--- src/rtl/mbus_pkg.sv ---
package mbus_pkg;

    localparam int MB_LO_W = 8;
    localparam int MB_HI_W = 8;
    localparam int MB_AW   = MB_LO_W + MB_HI_W;

    typedef enum logic [1:0] {
        ST_IDLE = 2'd0,
        ST_ADDR = 2'd1,
        ST_DATA = 2'd2,
        ST_HOLD = 2'd3
    } mbus_state_e;

    typedef struct packed {
        logic               we;
        logic               intl;
        logic [MB_AW-1:0]   addr;
        logic [MB_LO_W-1:0] wdata;
    } mbus_req_t;

    function automatic logic [MB_LO_W-1:0] mb_lo(input logic [MB_AW-1:0] a);
        return a[MB_LO_W-1:0];
    endfunction

    function automatic logic [MB_HI_W-1:0] mb_hi(input logic [MB_AW-1:0] a);
        return a[MB_AW-1:MB_LO_W];
    endfunction

endpackage

--- src/rtl/mbus_clkdiv.sv ---
module mbus_clkdiv #(
    parameter int DIV = 2
) (
    input  logic clk,
    input  logic rst,
    output logic tick_o,
    output logic bus_clk_o
);
    localparam int CW = (DIV > 2) ? $clog2(DIV) : 1;

    logic [CW-1:0] cnt;

    always_ff @(posedge clk) begin
        if (rst) begin
            cnt <= '0;
        end else if (cnt == CW'(DIV - 1)) begin
            cnt <= '0;
        end else begin
            cnt <= cnt + 1'b1;
        end
    end

    assign tick_o    = (cnt == CW'(DIV - 1));
    assign bus_clk_o = (cnt < CW'(DIV / 2));

endmodule

--- src/rtl/mbus_seq.sv ---
module mbus_seq
    import mbus_pkg::*;
(
    input  logic               clk,
    input  logic               rst,
    input  logic               tick_i,
    input  logic               req_i,
    input  mbus_req_t          req_d_i,
    input  logic               ready_i,
    input  logic               hold_i,
    input  logic [MB_LO_W-1:0] ad_i,
    output mbus_state_e        state_o,
    output mbus_req_t          cur_o,
    output logic [MB_LO_W-1:0] rdata_o,
    output logic               done_o
);
    mbus_state_e state;
    mbus_req_t   cur;

    always_ff @(posedge clk) begin
        if (rst) begin
            state   <= ST_IDLE;
            cur     <= '0;
            rdata_o <= '0;
            done_o  <= 1'b0;
        end else begin
            done_o <= 1'b0;
            if (tick_i) begin
                unique case (state)
                    ST_IDLE: begin
                        if (hold_i) begin
                            state <= ST_HOLD;
                        end else if (req_i) begin
                            cur   <= req_d_i;
                            state <= ST_ADDR;
                        end
                    end
                    ST_ADDR: state <= ST_DATA;
                    ST_DATA: begin
                        if (cur.intl || ready_i) begin
                            state  <= ST_IDLE;
                            done_o <= 1'b1;
                            if (!cur.we && !cur.intl) begin
                                rdata_o <= ad_i;
                            end
                        end
                    end
                    ST_HOLD: begin
                        if (!hold_i) begin
                            state <= ST_IDLE;
                        end
                    end
                    default: state <= ST_IDLE;
                endcase
            end
        end
    end

    assign state_o = state;
    assign cur_o   = cur;

    AST_REQ_STABLE_IN_DATA: assert property (@(posedge clk) disable iff (rst)
        (state == ST_DATA) |-> $stable(cur));

    AST_ADDR_ONE_CLOCK: assert property (@(posedge clk) disable iff (rst)
        (tick_i && state == ST_ADDR) |=> (state == ST_DATA));

    AST_NO_MIDCYCLE_GRANT: assert property (@(posedge clk) disable iff (rst)
        (state == ST_HOLD) |-> ($past(state) == ST_HOLD || $past(state) == ST_IDLE));

    AST_DONE_SINGLE: assert property (@(posedge clk) disable iff (rst)
        done_o |=> !done_o);

endmodule

--- src/rtl/mbus_pins.sv ---
module mbus_pins
    import mbus_pkg::*;
(
    input  mbus_state_e        state_i,
    input  mbus_req_t          cur_i,
    output logic [MB_LO_W-1:0] ad_o,
    output logic               ad_oe_o,
    output logic [MB_HI_W-1:0] ahi_o,
    output logic               ahi_oe_o,
    output logic               ale_o,
    output logic               rd_n_o,
    output logic               wr_n_o,
    output logic               dir_o,
    output logic               ctl_oe_o,
    output logic               hak_n_o
);
    logic in_addr, in_data, ext_data, granted;

    always_comb begin
        in_addr  = (state_i == ST_ADDR);
        in_data  = (state_i == ST_DATA);
        granted  = (state_i == ST_HOLD);
        ext_data = in_data && !cur_i.intl;

        ale_o    = in_addr;
        ad_o     = in_addr ? mb_lo(cur_i.addr) : cur_i.wdata;
        ad_oe_o  = in_addr || (ext_data && cur_i.we);
        ahi_o    = mb_hi(cur_i.addr);
        ahi_oe_o = !granted;
        rd_n_o   = !(ext_data && !cur_i.we);
        wr_n_o   = !(ext_data && cur_i.we);
        dir_o    = !(ext_data && !cur_i.we);
        ctl_oe_o = !granted;
        hak_n_o  = !granted;
    end

endmodule

--- src/rtl/mux_bus_ctrl.sv ---
module mux_bus_ctrl
    import mbus_pkg::*;
#(
    parameter int CLK_DIV = 2
) (
    input  logic               clk,
    input  logic               rst,
    input  logic               req_i,
    input  logic               we_i,
    input  logic               int_i,
    input  logic [MB_AW-1:0]   addr_i,
    input  logic [MB_LO_W-1:0] wdata_i,
    output logic [MB_LO_W-1:0] rdata_o,
    output logic               done_o,
    output logic [MB_LO_W-1:0] ad_o,
    output logic               ad_oe_o,
    input  logic [MB_LO_W-1:0] ad_i,
    output logic [MB_HI_W-1:0] ahi_o,
    output logic               ahi_oe_o,
    output logic               ale_o,
    output logic               rd_n_o,
    output logic               wr_n_o,
    output logic               dir_o,
    output logic               ctl_oe_o,
    output logic               bus_clk_o,
    input  logic               ready_i,
    input  logic               hold_i,
    output logic               hak_n_o
);
    logic        tick;
    mbus_state_e state;
    mbus_req_t   cur;
    mbus_req_t   req_d;

    assign req_d = '{we: we_i, intl: int_i, addr: addr_i, wdata: wdata_i};

    mbus_clkdiv #(.DIV(CLK_DIV)) u_div (
        .clk       (clk),
        .rst       (rst),
        .tick_o    (tick),
        .bus_clk_o (bus_clk_o)
    );

    mbus_seq u_seq (
        .clk     (clk),
        .rst     (rst),
        .tick_i  (tick),
        .req_i   (req_i),
        .req_d_i (req_d),
        .ready_i (ready_i),
        .hold_i  (hold_i),
        .ad_i    (ad_i),
        .state_o (state),
        .cur_o   (cur),
        .rdata_o (rdata_o),
        .done_o  (done_o)
    );

    mbus_pins u_pins (
        .state_i  (state),
        .cur_i    (cur),
        .ad_o     (ad_o),
        .ad_oe_o  (ad_oe_o),
        .ahi_o    (ahi_o),
        .ahi_oe_o (ahi_oe_o),
        .ale_o    (ale_o),
        .rd_n_o   (rd_n_o),
        .wr_n_o   (wr_n_o),
        .dir_o    (dir_o),
        .ctl_oe_o (ctl_oe_o),
        .hak_n_o  (hak_n_o)
    );

    AST_STROBES_EXCLUSIVE: assert property (@(posedge clk) disable iff (rst)
        !(!rd_n_o && !wr_n_o));

    AST_WRITE_DRIVES_BUS: assert property (@(posedge clk) disable iff (rst)
        !wr_n_o |-> (ad_oe_o && dir_o));

    AST_READ_FREES_BUS: assert property (@(posedge clk) disable iff (rst)
        !rd_n_o |-> (!ad_oe_o && !dir_o));

    AST_ALE_STROBES_HIGH: assert property (@(posedge clk) disable iff (rst)
        ale_o |-> (rd_n_o && wr_n_o && ad_oe_o));

    AST_GRANT_RELEASES_PINS: assert property (@(posedge clk) disable iff (rst)
        !hak_n_o |-> (!ad_oe_o && !ahi_oe_o && !ctl_oe_o));

    AST_NO_GRANT_WITH_DONE: assert property (@(posedge clk) disable iff (rst)
        done_o |-> hak_n_o);

endmodule

--- config.mk ---
export PLATFORM = sky130hd
export DESIGN_NAME = mux_bus_ctrl
export DESIGN_NICKNAME = d
export VERILOG_FILES = /design/src/rtl/mbus_pkg.sv /design/src/rtl/mbus_clkdiv.sv /design/src/rtl/mbus_seq.sv /design/src/rtl/mbus_pins.sv /design/src/rtl/mux_bus_ctrl.sv
export SDC_FILE = /design/constraint.sdc
export NUM_CORES = 1
export LEC_CHECK = 0
export ABC_AREA = 1
export BUFFER_PORTS_ARGS = -buffer_cell sky130_fd_sc_hd__clkbuf_2
export CAP_MARGIN = 10
export CORE_MARGIN = 4
export CORE_UTILIZATION = 42
export DETAILED_ROUTE_END_ITERATION = 10
export HOLD_SLACK_MARGIN = 0.03
export PLACE_DENSITY_LB_ADDON = 0.3
export RECOVER_POWER = 50
export SLEW_MARGIN = 20
export SYNTH_ARGS = -nofsm -noshare
export SYNTH_HDL_FRONTEND = slang
export SYNTH_SLANG_ARGS = --single-unit
--- constraint.sdc ---
create_clock -name clk -period 1.56 [get_ports clk]
set_input_delay 0.234 -clock clk [delete_from_list [all_inputs] [get_ports clk]]
set_output_delay 0.234 -clock clk [all_outputs]
set_load 0.01 [all_outputs]
==> results of run 1 <==
## per-stage QoR
step	hold slack [ns]	cell area [sq um]	utilization [%]	power, mW
CTS	0.1202	2037	55.22	2.051
detailed placement	0.4257	1941	52.61	1.372
global route	0.1307	2051	55.60	2.144
finish	0.1281	2051	55.60	2.035
floorplan	0.3007	1623	-	1.267
global placement	0.4241	1941	52.61	1.367
## cells in the mapped netlist (all sizes together)
cell    count
buf        17
a21oi       4
nand2      34
clkbuf      3
inv        14
nand4       1
dfxtp      38
nor3        1
nor2       73
nand3       3
nand3b      1
o21ai      36
## cell families (layout without fill, tap and decap cells)
logic type	after synthesis	count (layout)
AOI/OAI and AO/OA	40	40
buffers and inverters	34	101
DFF	38	38
and+or+nand+nor	113	113
## power by group
group	internal (mW)	total, mW	switching (mW)
combinational	0.136	0.310	0.174
sequential	1.01	1.05	0.0311
clock	0.356	0.679	0.323
## critical path, stage by stage (launching register included)
cell and delay [ns]:
dfxtp_4 0.38, inv_2 0.07, nor2_4 0.11, buf_6 0.15, nand2_1 0.07, nand2_1 0.07, clkbuf_2 0.12
## final timing paths
check | slack (ns) | cells past startpoint | startpoint | endpoint
worst max register to register | 0.21 | 6 | u_seq.state_o[0]$_SDFFE_PP0P_ | u_seq.cur_o[3]$_SDFFE_PP0P_
worst max-delay path | 0.08 | 6 | u_seq.state_o[0]$_SDFFE_PP0P_ | ad_o[7]
worst min register to register | 0.47 | 2 | u_seq.cur_o[8]$_SDFFE_PP0P_ | u_seq.cur_o[8]$_SDFFE_PP0P_
worst min-delay path | 0.13 | 2 | rst | u_div.tick_o$_SDFF_PP0_
## cells in the final DEF, fill, tap and decap left out, types with 2 or more instances in the layout
cell	n
inv_1	10
nand3_1	3
dfxtp_4	2
dfxtp_1	36
nor2_1	69
inv_2	4
nor2_2	2
o21ai_0	25
nor2_4	2
nand2_1	33
clkbuf_1	3
clkbuf_8	6
clkbuf_2	70
a21oi_1	4
o21ai_1	11
buf_4	6
## flip-flops by register name (all words and copies together) (netlist names)
| register | flops |
|---|---|
| u_seq.rdata_o | 8 |
| u_seq.state_o | 2 |
| u_seq.cur_o | 26 |
| u_div.tick_o | 1 |
| u_seq.done_o | 1 |
## cell type report
class                           instances  share of cell area (%)
Clock buffer                            7                   4.210
Clock inverter                          1                  0.2441
Inverter                               14                   2.563
Multi-Input combinational cell        153                   32.40
Sequential cell                        38                   37.46
Tap cell                               48                   2.929
Timing Repair Buffer                   79                   20.20
## timing repair
item / CTS / global route
hold buffers: 0 / 0
gates resized for setup: 3 / 4
endpoints found under the setup margin: 10 / 7
setup buffers: 0 / 1
## per-layer routing
layer | wire length, microns | part of all wire [%] | global-route usage, %
met1 | 1636 | 45 | 18.33
met3 | 302 | 8.2 | 5.324
met4 | 45 | 1.2 | 5.745
met5 | 0 | 0 | 0
met2 | 1685 | 46 | 24.13
==> results.txt, run 1 <==
* Worst slew margin relative to its limit: between 70% and 80%
- Unrepaired setup endpoints after global routing: true
- Pin count of the biggest net entering global routing: 24
- After Yosys synthesis, full adders, half adders and majority gates account for 0% of the synthesized area.
- Via density per instance: roughly 4.5
- Final worst-path setup slack: a little over 0.08 ns
- Number of antenna diodes: 0
- Count of nets after finishing: 330
- Final Hold Viols: 0
- CTS root buf: clkbuf_8
- After synthesis, the largest family of logic cells by area is simple AND/OR/NAND/NOR gates.
- The Yosys step of the flow raised 0 warnings.
- The critical path is of the reg -> out type.
* Area occupied by registers: about 770 sq um
* Detailed Routing Iterations Pass 1: 4
- The initial antenna violation count came to 0.
- Area enclosed by the die boundary: between 0.004 and 0.005 sq mm
- TritonCTS built the clock tree.
* Worst-path clk slew: ~0.07 ns
* Horizontal die dimension: 70.16 microns
- Post-synth top area cell: dfxtp_1
- Number of buffers between clock root and the deepest sink: 2
- Summed over its instances, the top area cell type makes up between 40% and 50% of the synthesized netlist area.
- IO buf count: 72
- Endpoint type of the worst setup path: primary output
- RePlAce Congestion: 0.8164
- Clock Latency Late Sink: between 0.2 and 0.3 ns
- Static Leakage: ~1.0 nW
- The path class of the tightest hold or removal check is in -> reg.
* Hpwl dp: between 2 and 3 mm
- After global routing the overflow that remains totals 0.
- The multi-input combinational cells in the finished layout cover a total of around 660 sq um.
- H-tree level count: 2
- Global routing consumed, over all layers together, 15.01% of the routing resources.
- Count of nets left with antenna violations after detail routing: 0
- Total of max-cap violations: 0
- Element type at the critical path start: register
* Post-placement setup slack: roughly 0.23 ns
- Post-route insts no fill: 340
- For this configuration, the core starts out at a cell density of 44.00%.
* Number of setup violations in the final report: 0
- Power density normalized to cell area: about 1000 mW/mm^2
* Run status: completed
- The floorplan has 22 rows.
- Flops & latches, synth: 38
- Fin Setup TNS: 0 ns
* Final worst path period need: 1.479 ns
- For the pin with the worst max-slew slack, the measured transition is slightly below 0.4 ns.
- Number of clock sinks: 38
- Once placement completed, the tool counted placed cells totaling between 300 and 400.
- Sequential elements use 46.88% of the synthesized area.
- Synthesized-area fraction occupied by ao, oa, aoi and oai cells: approximately an eighth
- Synthesized area divided by synthesized cell count: ~7.2 sq um
- Core footprint: about 0.0037 sq mm
* Data arrival time of the worst path: between 1 and 1.5 ns
- Number of unique standard cell types used by synthesis: 19
- Max Freq: just under 700 MHz
* Area of the mapped netlist: between 0.0015 and 0.002 sq mm
- Data required time of the critical path: ~1.3 ns
- Number of global-route vias before repair: around 1300
- Cells after Synth: about 230
- In the finished design, the share of the clock period the worst path needs comes to 94.79%.
* Wire length of the first global-routing pass: 5.968 mm
- Filler cells: 397
- Die Y-Extent: 70.16 microns
- The worst-case IR drop observed on VDD is between 0.6 and 0.7 mV.
- Across the routed clock network, the largest skew measured is roughly 0.004 ns.
- The number of pins exceeding their max-slew limit in the final report is 0.
- Top cells by area in the synthesized netlist: dfxtp_1 47%, nor2_1 16%, o21ai_0 8.0%
* Area share of and/or/nand/nor cells after synthesis: 28.45%
* Max Fanout on Critical Path: 8
- Initial DRC count: 130
* XOR/XNOR share of the synthesized area: 0%
- In the final layout, the share of cells above drive strength 1 is approximately 33%.
- After detailed routing, the average wire length per cell comes to about 11 microns.
- When the netlist entered floorplanning its net count stood at about 260.
- Wires add up to ~3.7 mm.
- TritonCTS created 5 clock buffers.
- The routed layout has between 1500 and 2000 vias.
- For this design the top-level I/O count stands at 73.
- Layout-stage area growth over the synthesis result: 26.37%
* Fraction of synthesized area in multiplexers: 0%
* Number of DRC violations after detailed routing: 0
No activity file was read; power rests on OpenSTA's default activity.
==> inputs of run 2 (changes only) <==
- clock period: 1.56 -> 1.7 ns (I/O delays scaled with it)
==> run 2 against run 1 <==
Net effect:
- setup slack better by 0.053 ns
- global-route usage down 0.19 points
- power down 9.3%
- cell count down 0.59%
- sequential share of layout area up 0.71 points
- critical path depth down 1
- combinational power down 14%
- routed wire length down 0.38%
- clock skew up 0.0033 ns
- sequential cell count unchanged
- highest routed layer unchanged
==> results.txt, run 2 (same netlist as run 1, synthesis figures left out) <==
- Run status: completed (unchanged).
- The total net switching power is 0.4731 mW (was 0.5282 mW).
* Total placed cells including tap cells: 330 (was 331)
- The worst hold slack across all endpoints was 0.1544 ns (was 0.1281 ns).
* Number of antenna diodes: 0 (unchanged)
* Overall global routing resource usage: 14.82% (was 15.01%)
- Data arrival time of the worst path: 1.31 ns (was 1.24 ns)
- The post-detailed-route DRC marker count was 0 (unchanged).
- Fin Clk Skew: 0.007256 ns (was 0.003979 ns)
- Static Leakage: 0.9297 nW (was 1.003 nW)
* Number of flip-flops in the largest register: 26 (unchanged)
* Worst-path clk slew: 0.07 ns (about the same)
- Via density per instance: 4.530 (was 4.547)
* Count of nets left with antenna violations after detail routing: 0 (unchanged)
- Endpoint type of the worst setup path: primary output (unchanged)
- The number of global-route vias before repair was 1415 (was 1334).
* Power after layout: 1.847 mW (was 2.035 mW)
- The cell row count is 22 (unchanged).
- Comb power frac: 14.4% (was 15.2%)
- Remaining Overflow, GRT: 0 (unchanged)
- Element type at the critical path start: register (unchanged)
- The placer congestion estimate came to 0.8108 (was 0.8164).
* Filler cells: 402 (was 397)
* Wire length per cell after detailed routing: 10.81 microns (was 10.79 microns)
- Fin area: 0.001999 sq mm (was 0.002051 sq mm)
- Utilization of the core after routing: 54.21% (was 55.60%)
- The data required time at the worst endpoint is 1.44 ns (was 1.33 ns).
- Worst slew margin relative to its limit: 74.05% (was 73.70%)
- For the finished layout, the period the worst path requires is between 1.5 and 2 ns.
* Leading cell types in the layout, fill and taps excluded: 71 x nor2_1, 52 x clkbuf_2, 36 x dfxtp_1, 34 x nand2_1, 26 x o21ai_0 (was 70 x clkbuf_2, 69 x nor2_1, 36 x dfxtp_1, 33 x nand2_1, 25 x o21ai_0)
- Post-placement setup slack: 0.3169 ns (was 0.2322 ns)
- Internal Power: 1.374 mW (was 1.507 mW)
- The path category of the worst min-delay check is in -> reg (unchanged).
* Final Hold Viols: 0 (unchanged)
- Total of max-cap violations: 0 (unchanged)
- Io pins: 73 (unchanged)
- Cell Area, Placed: 0.001946 sq mm (was 0.001941 sq mm)
- Switching portion of total power: 25.62% (was 25.95%)
- The buffers inserted during post-CTS setup optimization is 0 (unchanged).
- The most common library cell in the layout ignoring fill and taps was nor2_1 (was clkbuf_2).
* Final worst-path setup slack: 0.1347 ns (was 0.08126 ns)
- The number of pins exceeding their max-slew limit in the final report came to 0 (unchanged).
- Max Fanout on Critical Path: 10 (was 8)
* # hold bufs at CTS: 0 (unchanged)
- The largest net degree at the start of global routing is 24 (unchanged).
- The number of standard cells in the final layout excluding fillers came to 338 (was 340).
- Clock power frac: 33.5% (was 33.4%)
* Number of buffers between clock root and the deepest sink: 2 (unchanged)
- Count of nets after finishing: 328 (was 330)
- Static timing analysis puts the maximum clock frequency at 638.9 MHz.
* Sequential share of power: 52.0% (was 51.4%)
* Horizontal die dimension: 70.16 microns (unchanged)
- Unrepaired setup endpoints after global routing: false (was true)
- The accumulated negative setup slack came to 0 ns (unchanged).
* Number of clock sinks: 38 (unchanged)
* Initial core utilization: 44.00% (unchanged)
* Part of the cycle the worst path needs: 92.08%
- H-tree level count: 2 (unchanged)
* Detailed Routing Iterations Pass 1: 4 (unchanged)
- The type of the worst setup path is reg -> out (unchanged).
- Hpwl dp: 2.820 mm (was 2.800 mm)
* Initial DRC count: 88 (was 130)
- The worst IR drop on VDD is 0.5645 mV (was 0.6080 mV).
- The core box area came to 0.003689 sq mm (unchanged).
- The power density over the cells is 923.7 mW/mm^2 (was 992.5 mW/mm^2).
- The total setup violations reported at the end of the flow is 0 (unchanged).
- Layout-stage area growth over the synthesis result: 23.21% (was 26.37%)
* Worst-Margin Slew: 0.3887 ns (was 0.3939 ns)
* Routed wire length: 3.655 mm (was 3.669 mm)
- Antenna violations before repair: 0 (unchanged)
- IO buf count: 72 (unchanged)
- The chip height was 70.16 microns (unchanged).
* Wire length of the first global-routing pass: 5.975 mm (was 5.968 mm)
- The clock latency of the later-clocked register in the worst-skew pair was 0.28 ns (about the same).
- The total CTS buffers is 5 (unchanged).
- CTS root buf: clkbuf_8 (unchanged)
* Area enclosed by the die boundary: 0.004922 sq mm (unchanged)
- The proportion of layout cells with a drive suffix above 1 came to 24.14% (was 32.88%).
* CTS tree: done (unchanged)
- Via total after detailed routing: 1531 (was 1546)
[run 2: cell count changes in the layout (fill, tap and decap cells not counted), moves of 2 or more]
cell and change:
clkbuf_1 +19, clkbuf_2 -18, buf_4 -3, dfxtp_2 +2, dfxtp_4 -2, nor2_1 +2, nor2_2 -2
[run 2: path summary, 6_finish.rpt]
kind,startpoint,end,slack [ns],cells after the start
worst min register to register,u_seq.cur_o[8]$_SDFFE_PP0P_,u_seq.cur_o[8]$_SDFFE_PP0P_,0.46,2
worst max register to register,u_seq.state_o[0]$_SDFFE_PP0P_,u_seq.cur_o[17]$_SDFFE_PP0P_,0.26,5
worst max-delay path,u_seq.state_o[0]$_SDFFE_PP0P_,ad_o[0],0.13,5
worst min-delay path,rst,u_div.tick_o$_SDFF_PP0_,0.15,2
[run 2: critical path, cell delays in order, from the launching register on]
cell and delay, ns:
dfxtp_2 0.40, inv_2 0.08, nor2_4 0.10, inv_2 0.10
o21ai_0 0.20, clkbuf_2 0.17
[run 2: cell type report]
| type | count | area (sq um) | area share, % |
|---|---|---|---|
| Sequential cell | 38 | 763.2 | 38.17 |
| Multi-Input combinational cell | 153 | 650.6 | 32.54 |
| Timing Repair Buffer | 77 | 381.6 | 19.09 |
| Clock buffer | 7 | 86.33 | 4.318 |
| Tap cell | 48 | 60.06 | 3.004 |
| Inverter | 14 | 52.55 | 2.628 |
| Clock inverter | 1 | 5.005 | 0.2503 |
[run 2: layer usage]
layer	vias up	part of all wire [%]	wire, microns	GRT usage [%]
met3	4	8.3	302	4.604
met5	-	0	0	0
li1	821	-	-	-
met2	50	47	1727	25.39
met4	0	0.98	36	5.745
met1	656	43	1588	17.15
[run 2: power by group through the flow]
stage / combinational (mW) / sequential [mW] / clock [mW]
global route: 0.305 / 0.967 / 0.669
global placement: 0.276 / 0.980 / 0
CTS: 0.279 / 0.961 / 0.637
finish: 0.266 / 0.961 / 0.619
detailed placement: 0.279 / 0.981 / 0
floorplan: 0.190 / 0.973 / 0
[run 2: what timing repair did]
action	CTS	global route
hold endpoints to repair	0	0
endpoints found under the setup margin	0	5
gates resized for setup	0	2
